==> config.mk <==
export PLATFORM = sky130hd
export DESIGN_NAME = lifo_stack
export DESIGN_NICKNAME = d
export VERILOG_FILES = /design/src/rtl/lifo_pkg.sv /design/src/rtl/lifo_ctrl.sv /design/src/rtl/lifo_addr_cnt.sv /design/src/rtl/lifo_spram.sv /design/src/rtl/lifo_stack.sv
export SDC_FILE = /design/constraint.sdc
export NUM_CORES = 1
export LEC_CHECK = 0
export BUFFER_PORTS_ARGS = -buffer_cell sky130_fd_sc_hd__buf_2
export CAP_MARGIN = 15
export CORE_UTILIZATION = 61
export CTS_CLUSTER_SIZE = 12
export DETAILED_ROUTE_END_ITERATION = 12
export PLACE_DENSITY = 0.79
export REMOVE_ABC_BUFFERS = 1
export SLEW_MARGIN = 30
export SYNTH_ARGS = -nofsm -noshare
export SYNTH_HDL_FRONTEND = slang
export SYNTH_SLANG_ARGS = --single-unit
==> constraint.sdc <==
create_clock -name clk -period 4.4 [get_ports clk]
set_input_delay 0.44 -clock clk [delete_from_list [all_inputs] [get_ports clk]]
set_output_delay 0.44 -clock clk [all_outputs]
set_load 0.05 [all_outputs]
==> src/rtl/lifo_pkg.sv <==
package lifo_pkg;

  // Operation selected for one cycle after arbitration
  typedef enum logic [1:0] {
    OP_IDLE = 2'd0,
    OP_PUSH = 2'd1,
    OP_POP  = 2'd2
  } lifo_op_e;

endpackage

==> src/rtl/lifo_ctrl.sv <==
module lifo_ctrl
  import lifo_pkg::*;
(
  input  logic     push_i,
  input  logic     pop_i,
  input  logic     empty_i,
  input  logic     full_i,
  output lifo_op_e op_o
);

  // Pop has priority; a push that meets a pop is dropped.
  always_comb begin
    op_o = OP_IDLE;
    if (pop_i) begin
      if (!empty_i) op_o = OP_POP;
    end else if (push_i) begin
      if (!full_i) op_o = OP_PUSH;
    end
  end

endmodule

==> src/rtl/lifo_addr_cnt.sv <==
module lifo_addr_cnt #(
  parameter int ADDR_W = 4
) (
  input  logic              clk,
  input  logic              rst_n,
  input  logic              inc_i,
  input  logic              dec_i,
  output logic [ADDR_W-1:0] cnt_o,
  output logic              empty_o,
  output logic              full_o
);

  localparam logic [ADDR_W-1:0] CNT_ZERO = '0;
  localparam logic [ADDR_W-1:0] CNT_TOP  = '1;

  logic [ADDR_W-1:0] cnt_q, cnt_d;
  logic              cnt_en;

  assign cnt_en = inc_i | dec_i;

  always_comb begin
    cnt_d = cnt_q;
    if (inc_i)      cnt_d = cnt_q + 1'b1;
    else if (dec_i) cnt_d = cnt_q - 1'b1;
  end

  always_ff @(posedge clk or negedge rst_n) begin
    if (!rst_n)      cnt_q <= CNT_ZERO;
    else if (cnt_en) cnt_q <= cnt_d;
  end

  assign cnt_o   = cnt_q;
  assign empty_o = (cnt_q == CNT_ZERO);
  assign full_o  = (cnt_q == CNT_TOP);

  assert_inc_step_R2: assert property (@(posedge clk) disable iff (!rst_n)
    inc_i |=> (cnt_q == $past(cnt_q) + 1'b1));

  assert_dec_step_R3: assert property (@(posedge clk) disable iff (!rst_n)
    dec_i |=> (cnt_q == $past(cnt_q) - 1'b1));

  assert_idle_hold_R6: assert property (@(posedge clk) disable iff (!rst_n)
    (!inc_i && !dec_i) |=> $stable(cnt_q));

endmodule

==> src/rtl/lifo_spram.sv <==
module lifo_spram #(
  parameter int DATA_W = 8,
  parameter int ADDR_W = 4
) (
  input  logic              clk,
  input  logic              rst_n,
  input  logic [ADDR_W-1:0] addr_i,
  input  logic              we_i,
  input  logic              re_i,
  input  logic [DATA_W-1:0] wdata_i,
  output logic [DATA_W-1:0] rdata_o
);

  localparam int DEPTH = 1 << ADDR_W;

  logic [DATA_W-1:0] mem [DEPTH];
  logic [DATA_W-1:0] rdata_q;

  always_ff @(posedge clk) begin
    if (we_i) mem[addr_i] <= wdata_i;
  end

  always_ff @(posedge clk or negedge rst_n) begin
    if (!rst_n)    rdata_q <= '0;
    else if (re_i) rdata_q <= mem[addr_i];
  end

  assign rdata_o = rdata_q;

  assert_single_port_R2: assert property (@(posedge clk) disable iff (!rst_n)
    $onehot0({we_i, re_i}));

  assert_rdata_hold_R9: assert property (@(posedge clk) disable iff (!rst_n)
    !re_i |=> $stable(rdata_q));

endmodule

==> src/rtl/lifo_stack.sv <==
module lifo_stack
  import lifo_pkg::*;
#(
  parameter int DATA_W = 8,
  parameter int ADDR_W = 4
) (
  input  logic              clk,
  input  logic              rst_n,
  input  logic              push_i,
  input  logic              pop_i,
  input  logic [DATA_W-1:0] wr_data_i,
  output logic [DATA_W-1:0] rd_data_o,
  output logic              rd_valid_o,
  output logic              empty_o,
  output logic              full_o
);

  lifo_op_e          op;
  logic              do_push, do_pop;
  logic [ADDR_W-1:0] cnt;
  logic [ADDR_W-1:0] ram_addr;
  logic              rvalid_q, rvalid_d;

  lifo_ctrl u_ctrl (
    .push_i  (push_i),
    .pop_i   (pop_i),
    .empty_i (empty_o),
    .full_i  (full_o),
    .op_o    (op)
  );

  assign do_push = (op == OP_PUSH);
  assign do_pop  = (op == OP_POP);

  lifo_addr_cnt #(.ADDR_W(ADDR_W)) u_cnt (
    .clk     (clk),
    .rst_n   (rst_n),
    .inc_i   (do_push),
    .dec_i   (do_pop),
    .cnt_o   (cnt),
    .empty_o (empty_o),
    .full_o  (full_o)
  );

  // Push addresses the current slot; pop addresses the slot below it.
  always_comb begin
    ram_addr = cnt;
    if (do_pop) ram_addr = cnt - 1'b1;
  end

  lifo_spram #(.DATA_W(DATA_W), .ADDR_W(ADDR_W)) u_ram (
    .clk     (clk),
    .rst_n   (rst_n),
    .addr_i  (ram_addr),
    .we_i    (do_push),
    .re_i    (do_pop),
    .wdata_i (wr_data_i),
    .rdata_o (rd_data_o)
  );

  assign rvalid_d = do_pop;

  always_ff @(posedge clk or negedge rst_n) begin
    if (!rst_n) rvalid_q <= 1'b0;
    else        rvalid_q <= rvalid_d;
  end

  assign rd_valid_o = rvalid_q;

  assert_flags_excl_R4: assert property (@(posedge clk) disable iff (!rst_n)
    !(empty_o && full_o));

  assert_no_overflow_R6: assert property (@(posedge clk) disable iff (!rst_n)
    (full_o && push_i && !pop_i) |=> full_o);

  assert_no_underflow_R7: assert property (@(posedge clk) disable iff (!rst_n)
    (empty_o && pop_i) |=> (empty_o && !rd_valid_o));

  assert_pop_wins_R8: assert property (@(posedge clk) disable iff (!rst_n)
    (push_i && pop_i && !empty_o) |=> (rd_valid_o && !full_o));

  assert_pop_latency_R3: assert property (@(posedge clk) disable iff (!rst_n)
    (pop_i && !empty_o) |=> rd_valid_o);

endmodule

==> results of run 1 <==
[final cells by class]
cell class	instances	area [µm²]	area share
Sequential cell	141	4170	0.605
Multi-Input combinational cell	224	1720	0.249
Clock buffer	17	414	0.0601
Timing Repair Buffer	39	244	0.0354
Tap cell	129	161	0.0234
Clock inverter	15	151	0.0220
Inverter	8	30.0	0.00436
[metrics by stage]
stage	cell area [µm²]	std cells	setup WS, ns	setup TNS (ns)
after global routing	6890	573	0.392	0
after floorplan	5910	373	-1.68	-191.71
after detailed placement	6310	540	0.683	0
final	6890	573	0.566	0
after CTS	6890	573	0.598	0
after global placement	6300	539	0.821	0
[state kept, by name (all words and copies together), names as in the netlist]
signal / count
u_ram.mem: 128
u_cnt.cnt_o: 4
rd_valid_o: 1
u_ram.rdata_o: 8
[power groups by stage]
stage | Combinational (mW) | Sequential, mW | Clock (mW)
global route | 1.93 | 1.73 | 1.42
finish | 1.81 | 1.71 | 1.35
CTS | 1.79 | 1.71 | 1.35
floorplan | 1.13 | 1.88 | 0
global placement | 1.73 | 1.74 | 0
detailed placement | 1.78 | 1.74 | 0
[logic make-up (layout without fill, tap and decap cells)]
logic type               Yosys count  in the layout  share of synthesized area
AO/OA/AOI/OAI                     56             56                     0.0670
AND/OR/NAND/NOR                  104            104                     0.0871
multiplexers                      58             58                      0.119
adder cells (fa/ha/maj)            2              2                    0.00414
flip-flops                       141            141                      0.689
XOR/XNOR                           4              4                    0.00579
buffers and inverters             29             79                     0.0277
[worst paths after layout]
path,endpoint,cells after the start
hold reg to reg,u_ram.rdata_o[4],1
setup reg to reg,u_ram.rdata_o[6],10
max in group asynchronous,u_ram.rdata_o[5],2
min in group asynchronous,rd_valid_o,2
setup / recovery,u_ram.rdata_o[6],10
hold / removal,u_cnt.cnt_o[2],3
[cells in the mapped netlist (all sizes together) (2+ instances only)]
| cell type | number | share of area |
|---|---|---|
| or3b | 2 | 0.0033 |
| a21oi | 9 | 0.0074 |
| mux4 | 11 | 0.041 |
| nand2b | 6 | 0.0062 |
| buf | 14 | 0.018 |
| a2111oi | 2 | 0.0029 |
| clkbuf | 7 | 0.0043 |
| a311oi | 2 | 0.0039 |
| o32a | 8 | 0.013 |
| o22ai | 15 | 0.016 |
| inv | 6 | 0.0037 |
| o21ai | 7 | 0.0058 |
| clkinv | 2 | 0.0012 |
| nor2 | 39 | 0.024 |
| a211oi | 5 | 0.0070 |
| dfrtp | 13 | 0.054 |
| nor4 | 3 | 0.0031 |
| xnor2 | 3 | 0.0043 |
| o31ai | 2 | 0.0025 |
| mux2i | 47 | 0.078 |
| nand2 | 17 | 0.011 |
| and2 | 2 | 0.0021 |
| nor3 | 8 | 0.0066 |
| nand3 | 4 | 0.0033 |
| or4 | 7 | 0.0087 |
| ha | 2 | 0.0041 |
| nor2b | 10 | 0.010 |
| edfxtp | 128 | 0.64 |
[layer usage]
layer | track usage | vias to the layer above | routed length (µm)
met4 | 0.109 | 0 | 385
met3 | 0.0559 | 36 | 1110
met5 | 0 | - | 0
met2 | 0.444 | 188 | 6270
li1 | - | 1621 | -
met1 | 0.404 | 1789 | 5540
[tightest hold or removal path: cells and delay by family]
family / cells / cell delay (ns)
AOI/OAI and AO/OA: 2 / 0.19
buffers and inverters: 1 / 0.11
==> flow_metrics.py, run 1 <==
metrics = {
    "logic_synthesis": {
        "ys_ff_latch": 141,
        "netlist_instances": 394,
        "synth_area_um2": 6050,
        "ys_seq_area_frac": 0.689,
        "postSynth.topFlopCell": "sky130_fd_sc_hd__edfxtp_1",
        "synthesized_area_per_cell_um2": 15.3,
        "synth_edf_count": 128,
        "yosys_warnings": 0,
        "async_s_r_ff_share_synth": 0.0922,
        "synth_cell_type_count": 50,
    },
    "floorplanning": {
        "initial_cell_density_of_the_core": 0.642,
        "rows": 35,
        "fp.dieW_um": 102,
        "chipHeight_um": 102,
        "ioPinCount": 23,
        "die_area_um2": 10300,
        "core_area_um2": 9420,
    },
    "sta": {
        "actual_transition_at_the_worst_max_transition_pin_ns": 0.873,
        "clock.fmax_mhz": 261,
        "timing_max_transition_violations_final": 0,
        "layout_worst_path_cycle_share": 0.871,
        "hold_slack_ns": 0.268,
        "final.min_clock_period_ns": 3.83,
        "report.final.setup_viol": 0,
        "rsz0062_at_grt": "no",
        "worst_slew_margin_rel": 0.416,
        "clock_skew_ns": 0.00803,
        "finalHoldViolCount": 0,
    },
    "global_route": {
        "grt_pass1_vias": 3473,
        "grt-ovfl-total": 0,
        "wire_length_of_the_first_global_routing_pass_um": 20400,
        "grt_usage": 0.285,
        "maximum_number_of_pins_on_one_net_before_global_route_repair": 30,
        "number_of_antenna_violations_at_the_first_check_in_global_routing": 0,
    },
    "power": {
        "pwr-share-comb": 0.371,
        "share_clk_of_total_power": 0.277,
        "power.ir.vdd_worst_uv": 331,
        "sequential_power_share": 0.351,
        "p_switching_mw": 1.80,
        "p_sw_frac": 0.369,
        "power.internal_mw": 3.08,
        "power.static_leakage_nw": 2.45,
        "pwr_density_cell_nw_per_um2": 708,
        "power.total_mw": 4.88,
    },
    "cells_and_area": {
        "diodes": 0,
        "area_growth_syn_to_layout_pct": 13.9,
        "postLayoutCoreUtil": 0.732,
        "nNetsFinal": 445,
        "share_of_cells_above_drive_strength_1": 0.194,
        "layout.cells.most_common_list": "sky130_fd_sc_hd__edfxtp_1 (128), sky130_fd_sc_hd__mux2i_1 (47), sky130_fd_sc_hd__nor2_1 (39)",
        "fillCellCount": 581,
        "layout_commonest_cell": "sky130_fd_sc_hd__edfxtp_1",
    },
    "route": {
        "drc": 0,
        "avgRoutedWirePerCell_um": 23.2,
        "drt_pass1_iterations": 5,
        "drt-initial-drc-count": 308,
        "num_vias": 3634,
        "post_drt_via_cell_ratio": 6.34,
        "antenna_nets_post_route": 0,
        "drt-total-wl_um": 13300,
    },
    "setup_path": {
        "critical_path_buf_inv_count": 3,
        "setup.worst_path.start": "u_cnt.cnt_o[1]",
        "cell_seen_most_often_among_critical_path_stages": "sky130_fd_sc_hd__buf_4",
        "crit_path_cell_trace": "inv_1 -> ha_1 -> buf_4 -> or3b_4 -> a211oi_4 -> buf_4 -> mux2i_1 -> o22ai_1 -> or4_1 -> o32a_1",
        "worst-endpoint-required_ns": 4.80,
        "arrival_time_at_the_worst_endpoint_ns": 4.24,
        "capturing_element_type_of_the_critical_path": "flip-flop",
        "worst_r2r_startpoint": "u_cnt.cnt_o[1]",
        "critPathMaxStageDelay_ns": 0.59,
        "crit_path_top_delay_cell": "sky130_fd_sc_hd__dfrtp_1",
        "cp-start-kind": "flip-flop",
        "worst_path_dominant_cell_family": "simple AND/OR/NAND/NOR gates",
        "crit_type": "flip-flop to flip-flop",
        "worstPathMaxFanout": 26,
        "regToRegSetupSlack_ns": 0.57,
    },
    "clock_tree": {
        "clock_tree.htree_level_count": 4,
        "cts_tree": "built",
        "cts_setup_buffers": 0,
        "hold_buffer_count_at_cts": 1,
        "cts.sink_count": 141,
        "cts.root.buffer_cell": "sky130_fd_sc_hd__clkbuf_8",
        "cts.clk_slew.worst_paths_ns": 0.06,
        "cts_repair_resize_count": 0,
        "clock_latency_ns": 0.52,
        "numCtsBuffers": 17,
        "cts_buffer_depth": 2,
    },
    "placement": {
        "gp_routability_congestion": 0.850,
        "buffer_ports.inserted": 22,
        "detailed_place_hpwl_um": 8810,
    },
    "job": {
        "drv.max_cap_violation_count": 0,
    },
    "worst_hold_path": {
        "start_point_of_the_worst_hold_path": "push_i",
        "worst_hold_path_type": "input pin to flip-flop",
    },
    "run_status": {
        "run_status": "completed",
    },
}
Note: power is estimated with default switching activity, not from simulation.
==> run 2, diff against run 1 <==
--- a/config.mk
+++ b/config.mk
@@ -7,10 +7,10 @@
 export LEC_CHECK = 0
 export BUFFER_PORTS_ARGS = -buffer_cell sky130_fd_sc_hd__buf_2
 export CAP_MARGIN = 15
-export CORE_UTILIZATION = 61
+export CORE_UTILIZATION = 55
 export CTS_CLUSTER_SIZE = 12
 export DETAILED_ROUTE_END_ITERATION = 12
-export PLACE_DENSITY = 0.79
+export PLACE_DENSITY = 0.75
 export REMOVE_ABC_BUFFERS = 1
 export SLEW_MARGIN = 30
 export SYNTH_ARGS = -nofsm -noshare
==> constraint.sdc (replaced) <==
create_clock -name clk -period 3.3 [get_ports clk]
set_input_delay 0.33 -clock clk [delete_from_list [all_inputs] [get_ports clk]]
set_output_delay 0.33 -clock clk [all_outputs]
set_load 0.05 [all_outputs]
==> run 2 against run 1 <==
  * Hold slack worse by 0.069 ns
  * Critical path depth is 1 lower
  * Cell count is 3.3% higher
  * Clock skew hardly changed
  * Sequential power is 29% higher
  * Die area is 11% higher
==> flow_metrics.py, run 2 (same netlist as run 1, synthesis figures left out) <==
metrics = {
    "run_status": {
        "run_status": "completed",
    },
    "route": {
        "antenna_nets_post_route": 0,
        "drc": 0,
        "post_drt_via_cell_ratio": 6.35,
        "num_vias": 3760,
        "drt-initial-drc-count": 363,
        "avgRoutedWirePerCell_um": 23.4,
        "drt-total-wl_um": 13800,
        "drt_pass1_iterations": 5,
    },
    "global_route": {
        "maximum_number_of_pins_on_one_net_before_global_route_repair": 46,
        "groute.layer.met3.usage": 0.0596,
        "number_of_antenna_violations_at_the_first_check_in_global_routing": 0,
        "grt_usage": 0.262,
        "grt_pass1_vias": 3789,
        "gr-usage-met1": 0.351,
        "wire_length_of_the_first_global_routing_pass_um": 21100,
        "globalRouteMet2Util": 0.413,
        "grt-ovfl-total": 0,
        "most_used_layer_global_route": "met2",
    },
    "cells_and_area": {
        "nNetsFinal": 457,
        "layout_commonest_cell": "sky130_fd_sc_hd__edfxtp_1",
        "finish.instance_area_um2": 6980,
        "diodes": 0,
        "area_growth_syn_to_layout_pct": 15.5,
        "layout.cells.most_common_list": "sky130_fd_sc_hd__edfxtp_1 (128), sky130_fd_sc_hd__mux2i_1 (47), sky130_fd_sc_hd__nor2_1 (39)",
        "registers.top_by_ff_count": "u_ram.mem",
        "share_of_cells_above_drive_strength_1": 0.215,
        "largest_register_ff_count": 128,
    },
    "worst_hold_path": {
        "start_point_of_the_worst_hold_path": "wr_data_i[3]",
        "worst_hold_path_type": "input pin to flip-flop",
    },
    "clock_tree": {
        "cts.sink_count": 141,
        "cts_buffer_depth": 2,
        "cts_repair_resize_count": 0,
        "cts_setup_buffers": 0,
        "cts.root.buffer_cell": "sky130_fd_sc_hd__clkbuf_8",
        "clock_latency_ns": 0.52,
        "cts_tree": "built",
        "clock_tree.htree_level_count": 4,
        "cts.clk_slew.worst_paths_ns": 0.07,
        "numCtsBuffers": 17,
    },
    "floorplanning": {
        "ioPinCount": 23,
        "rows": 37,
        "die_area_um2": 11400,
        "initial_cell_density_of_the_core": 0.575,
        "fp.dieW_um": 107,
        "core_area_um2": 10500,
        "chipHeight_um": 107,
    },
    "placement": {
        "postPlaceCellArea_um2": 6420,
        "gp_routability_congestion": 0.912,
        "detailed_place_hpwl_um": 9030,
        "buffer_ports.inserted": 22,
    },
    "sta": {
        "rsz0062_at_grt": "no",
        "final.min_clock_period_ns": 3.04,
        "worst_slew_margin_rel": 0.610,
        "timing_max_transition_violations_final": 0,
        "report.final.setup_viol": 0,
        "layout_worst_path_cycle_share": 0.921,
        "clock_skew_ns": 0.00763,
        "tns_ns": 0,
        "finalHoldViolCount": 0,
        "actual_transition_at_the_worst_max_transition_pin_ns": 0.585,
        "clock.fmax_mhz": 329,
    },
    "setup_path": {
        "worstPathMaxFanout": 45,
        "worst_r2r_startpoint": "u_cnt.cnt_o[1]",
        "worst-endpoint-required_ns": 3.70,
        "crit_type": "flip-flop to flip-flop",
        "arrival_time_at_the_worst_endpoint_ns": 3.44,
        "capturing_element_type_of_the_critical_path": "flip-flop",
        "cp-start-kind": "flip-flop",
        "setup.worst_path.start": "u_cnt.cnt_o[1]",
    },
    "power": {
        "power.total_mw": 6.58,
        "power.ir.vdd_worst_uv": 903,
        "power.static_leakage_nw": 2.51,
        "pwr_density_cell_nw_per_um2": 942,
    },
    "job": {
        "drv.max_cap_violation_count": 0,
    },
}
## run 2: worst max-delay path, stage by stage (launching register included)
cell	delay, ns
sky130_fd_sc_hd__dfrtp_1	0.38
sky130_fd_sc_hd__inv_1	0.09
sky130_fd_sc_hd__ha_1	0.17
sky130_fd_sc_hd__or3b_4	0.41
sky130_fd_sc_hd__a211oi_4	0.26
sky130_fd_sc_hd__buf_12	0.31
sky130_fd_sc_hd__mux2i_1	0.23
sky130_fd_sc_hd__o22ai_1	0.11
sky130_fd_sc_hd__or4_1	0.55
sky130_fd_sc_hd__o32a_1	0.36
## run 2: where the power goes
group | internal [mW] | switching (mW)
clock network | 1.01 | 0.761
logic | 0.983 | 1.61
registers | 2.13 | 0.0728
## run 2: what timing repair did
| item | in CTS | in global routing |
|---|---|---|
| endpoints found under the hold margin | 13 | 0 |
| endpoints found under the setup margin | 0 | 0 |
| hold buffers | 1 | 0 |
## run 2: layout make-up
type                    instances  area [µm²]
fillers                       723        3530
well taps                     136         170
clock inverters                14         134
repair buffers                 51         343
flip-flops and latches        141        4170
clock buffers                  18         418
inverters                       8        30.0
multi-input cells             224        1720
## run 2: routing by layer
| layer | wire length, µm | vias up |
|---|---|---|
| li1 | - | 1642 |
| met5 | 0 | - |
| met3 | 1090 | 30 |
| met4 | 323 | 0 |
| met2 | 6680 | 208 |
| met1 | 5740 | 1880 |
## run 2: worst paths after layout
| path | depth (start not counted) | slack [ns] | endpoint |
|---|---|---|---|
| min in group asynchronous | 2 | 0.27 | rd_valid_o |
| hold reg to reg | 1 | 0.52 | u_ram.rdata_o[3] |
| setup reg to reg | 9 | 0.26 | u_ram.rdata_o[0] |
| setup / recovery | 9 | 0.26 | u_ram.rdata_o[0] |
| hold / removal | 1 | 0.20 | u_ram.mem[11][3] |
| max in group asynchronous | 2 | 2.74 | u_ram.rdata_o[4] |
## run 2: stage by stage
stage / setup slack (ns) / std cells / hold WS, ns / utilization
finish: 0.260 / 592 / 0.200 / 0.664
global route: 0.138 / 592 / 0.196 / 0.664
CTS: 0.251 / 592 / 0.181 / 0.664
detailed placement: 0.290 / 559 / 0.268 / 0.611
global placement: 0.422 / 559 / 0.257 / 0.611
floorplan: -2.78 / 373 / 0.0344 / -
==> run 3, diff against run 2 <==
--- a/config.mk
+++ b/config.mk
@@ -7,12 +7,13 @@
 export LEC_CHECK = 0
 export BUFFER_PORTS_ARGS = -buffer_cell sky130_fd_sc_hd__buf_2
 export CAP_MARGIN = 15
-export CORE_UTILIZATION = 55
+export CORE_UTILIZATION = 61
 export CTS_CLUSTER_SIZE = 12
 export DETAILED_ROUTE_END_ITERATION = 12
-export PLACE_DENSITY = 0.75
+export PLACE_DENSITY = 0.79
 export REMOVE_ABC_BUFFERS = 1
 export SLEW_MARGIN = 30
 export SYNTH_ARGS = -nofsm -noshare
 export SYNTH_HDL_FRONTEND = slang
+export SYNTH_HIERARCHICAL = 1
 export SYNTH_SLANG_ARGS = --single-unit
==> constraint.sdc (replaced) <==
create_clock -name clk -period 3.2 [get_ports clk]
set_input_delay 0.32 -clock clk [delete_from_list [all_inputs] [get_ports clk]]
set_output_delay 0.32 -clock clk [all_outputs]
set_load 0.05 [all_outputs]
==> run 3 against run 2 <==
  * Via count decreased by 14%
  * Clock skew is 0.00089 ns lower
  * Fmax rose by 1.8%
  * Critical endpoint is now u_ram/rdata_o[3]
  * Largest power group unchanged
  * Highest routed layer unchanged
==> flow_metrics.py, run 3 <==
metrics = {
    "job": {
        "drv.max_cap_violation_count": 0,
    },
    "logic_synthesis": {
        "ys_ff_latch": 141,
        "async_s_r_ff_share_synth": 0.0922,
        "netlist_instances": 344,
        "yosys_warnings": 6,
        "ys_top_cells_by_area": "sky130_fd_sc_hd__edfxtp_1 (67%), sky130_fd_sc_hd__mux2i_1 (8.3%), sky130_fd_sc_hd__dfrtp_1 (5.6%)",
        "ys_seq_area_frac": 0.722,
        "synth_area_um2": 5770,
        "synth_cell_type_count": 46,
        "synth_top_area_cell": "sky130_fd_sc_hd__edfxtp_1",
        "postSynth.topFlopCell": "sky130_fd_sc_hd__edfxtp_1",
        "synth.cells.most_frequent": "sky130_fd_sc_hd__edfxtp_1 (128), sky130_fd_sc_hd__mux2i_1 (48), sky130_fd_sc_hd__nor2_1 (31), sky130_fd_sc_hd__o22ai_1 (16), sky130_fd_sc_hd__dfrtp_1 (13)",
        "synthMostInstantiatedCell": "sky130_fd_sc_hd__edfxtp_1",
        "synth_top_cell_area_share": 0.666,
        "synth_edf_count": 128,
        "synthesized_area_per_cell_um2": 16.8,
    },
    "setup_path": {
        "worstPathMaxFanout": 15,
        "cp-start-kind": "flip-flop",
        "crit_type": "flip-flop to flip-flop",
        "setup.worst_path.start": "u_cnt/cnt_o[1]",
        "regToRegSetupSlack_ns": 0.21,
        "r2r_cells": 11,
        "worst-endpoint-required_ns": 3.61,
        "arrival_time_at_the_worst_endpoint_ns": 3.40,
        "worst_r2r_startpoint": "u_cnt/cnt_o[1]",
        "capturing_element_type_of_the_critical_path": "flip-flop",
    },
    "run_status": {
        "run_status": "completed",
    },
    "cells_and_area": {
        "layout_commonest_cell": "sky130_fd_sc_hd__edfxtp_1",
        "area_growth_syn_to_layout_pct": 16.4,
        "layout.cells.most_common_list": "sky130_fd_sc_hd__edfxtp_1 (128), sky130_fd_sc_hd__mux2i_1 (48), sky130_fd_sc_hd__nor2_1 (31)",
        "finish.instance_area_um2": 6720,
        "diodes": 0,
        "share_of_cells_above_drive_strength_1": 0.231,
        "nNetsFinal": 410,
        "postLayoutCoreUtil": 0.730,
        "registers.top_by_ff_count": "u_ram/mem",
        "largest_register_ff_count": 128,
    },
    "floorplanning": {
        "rows": 35,
        "ioPinCount": 23,
        "chipHeight_um": 99.3,
        "die_area_um2": 9850,
        "initial_cell_density_of_the_core": 0.627,
        "fp.dieW_um": 99.3,
        "core_area_um2": 9200,
    },
    "global_route": {
        "grt_pass1_vias": 3151,
        "wire_length_of_the_first_global_routing_pass_um": 18100,
        "grt-ovfl-total": 0,
        "groute.layer.met3.usage": 0.0513,
        "globalRouteMet2Util": 0.403,
        "most_used_layer_global_route": "met2",
        "maximum_number_of_pins_on_one_net_before_global_route_repair": 34,
        "gr-usage-met1": 0.372,
        "number_of_antenna_violations_at_the_first_check_in_global_routing": 0,
        "grt_usage": 0.260,
    },
    "clock_tree": {
        "numCtsBuffers": 17,
        "cts_buffer_depth": 2,
        "clock_latency_ns": 0.51,
        "cts_tree": "built",
        "cts_repair_resize_count": 0,
        "cts.root.buffer_cell": "sky130_fd_sc_hd__clkbuf_8",
        "hold_buffer_count_at_cts": 1,
        "cts_setup_buffers": 0,
        "cts.sink_count": 141,
        "cts.clk_slew.worst_paths_ns": 0.06,
        "clock_tree.htree_level_count": 4,
    },
    "placement": {
        "detailed_place_hpwl_um": 7610,
        "detailedPlace.worstSlack_ns": 0.245,
        "postPlaceCellArea_um2": 6140,
        "gp_routability_congestion": 0.844,
        "buffer_ports.inserted": 22,
    },
    "sta": {
        "final.min_clock_period_ns": 2.99,
        "clock.fmax_mhz": 335,
        "timing_max_transition_violations_final": 0,
        "layout_worst_path_cycle_share": 0.933,
        "rsz0062_at_grt": "no",
        "tns_ns": 0,
        "final_ws_setup_ns": 0.214,
        "finalHoldViolCount": 0,
        "clock_skew_ns": 0.00675,
        "actual_transition_at_the_worst_max_transition_pin_ns": 0.735,
        "worst_slew_margin_rel": 0.508,
        "report.final.setup_viol": 0,
    },
    "power": {
        "power.ir.vdd_worst_uv": 614,
        "power.static_leakage_nw": 2.44,
        "pwr_density_cell_nw_per_um2": 964,
    },
    "route": {
        "num_vias": 3235,
        "drt-total-wl_um": 11800,
        "drt-initial-drc-count": 315,
        "avgRoutedWirePerCell_um": 22.8,
        "drt_pass1_iterations": 5,
        "post_drt_via_cell_ratio": 6.25,
        "drc": 0,
        "antenna_nets_post_route": 0,
    },
    "worst_hold_path": {
        "start_point_of_the_worst_hold_path": "wr_data_i[2]",
        "min_delay_path_depth": 1,
        "worst_hold_path_type": "input pin to flip-flop",
    },
}
## run 3: changes by cell type after synthesis, sizes merged, moves of 4 or more
cell	change
a31oi	+8
nand2	-7
or4	-7
nor2	-8
nor3	-4
a2bb2oi	+4
a21oi	-9
nor2b	-8
o32a	-8
nand3b	+5
## run 3: through the flow
stage	hold WS [ns]	power (mW)	std cells
6_report	0.223	6.47	518
5_1_grt	0.209	6.74	518
4_1_cts	0.208	6.49	518
3_5_place_dp	0.227	4.65	485
3_3_place_gp	0.215	4.58	485
2_1_floorplan	0.0244	3.98	327
## run 3: worst paths after layout
| check | endpoint |
|---|---|
| hold reg to reg | u_ram/rdata_o[5] |
| setup / recovery | u_ram/rdata_o[3] |
| min in group asynchronous | u_cnt/cnt_o[1] |
| setup reg to reg | u_ram/rdata_o[3] |
| hold / removal | u_ram/mem[1][2] |
| max in group asynchronous | u_ram/rdata_o[1] |
## run 3: layer usage
layer  wire length (µm)  part of all wire  vias up
li1                   -                 -     1455
met1               5140              0.44     1626
met2               5780              0.49      140
met3                674             0.057       14
met4                196             0.017        0
met5                  0                 0        -
## run 3: worst max-delay path: stages (launching register included)
cell and delay [ns]:
sky130_fd_sc_hd__dfrtp_1 0.51, sky130_fd_sc_hd__and4_2 0.29, sky130_fd_sc_hd__nor3b_2 0.05, sky130_fd_sc_hd__nand2b_4 0.15
sky130_fd_sc_hd__inv_1 0.18, sky130_fd_sc_hd__nand2_1 0.10, sky130_fd_sc_hd__xnor2_1 0.41, sky130_fd_sc_hd__buf_4 0.30
sky130_fd_sc_hd__or3b_4 0.41, sky130_fd_sc_hd__o22ai_1 0.20, sky130_fd_sc_hd__nor2_1 0.07, sky130_fd_sc_hd__a31oi_1 0.21
## run 3: layout make-up
cell class / count / area, µm²
tap: 111 / 139
clock buffer: 18 / 418
inverter: 5 / 18.8
clock inverter: 14 / 145
multi-input combinational: 181 / 1490
sequential: 141 / 4170
fill: 548 / 2480
timing repair buffer: 48 / 333
## run 3: cells by family (layout without fill, tap and decap cells)
group,Yosys count,in the layout,share of synthesized area
buffers and inverters,22,85,0.0234
AOI/OAI and AO/OA,42,42,0.0516
xor gates and xnor gates,5,5,0.00759
muxes,57,57,0.118
and+or+nand+nor,73,73,0.0666
DFF,141,141,0.722
adders and majority gates,4,4,0.00997
## run 3: report_power, final
| group | switching [mW] | internal (mW) | leakage [nW] | total, mW |
|---|---|---|---|---|
| registers | 0.0959 | 2.15 | 1.30 | 2.25 |
| clock network | 0.730 | 1.11 | 0.269 | 1.84 |
| logic | 1.43 | 0.958 | 0.871 | 2.39 |
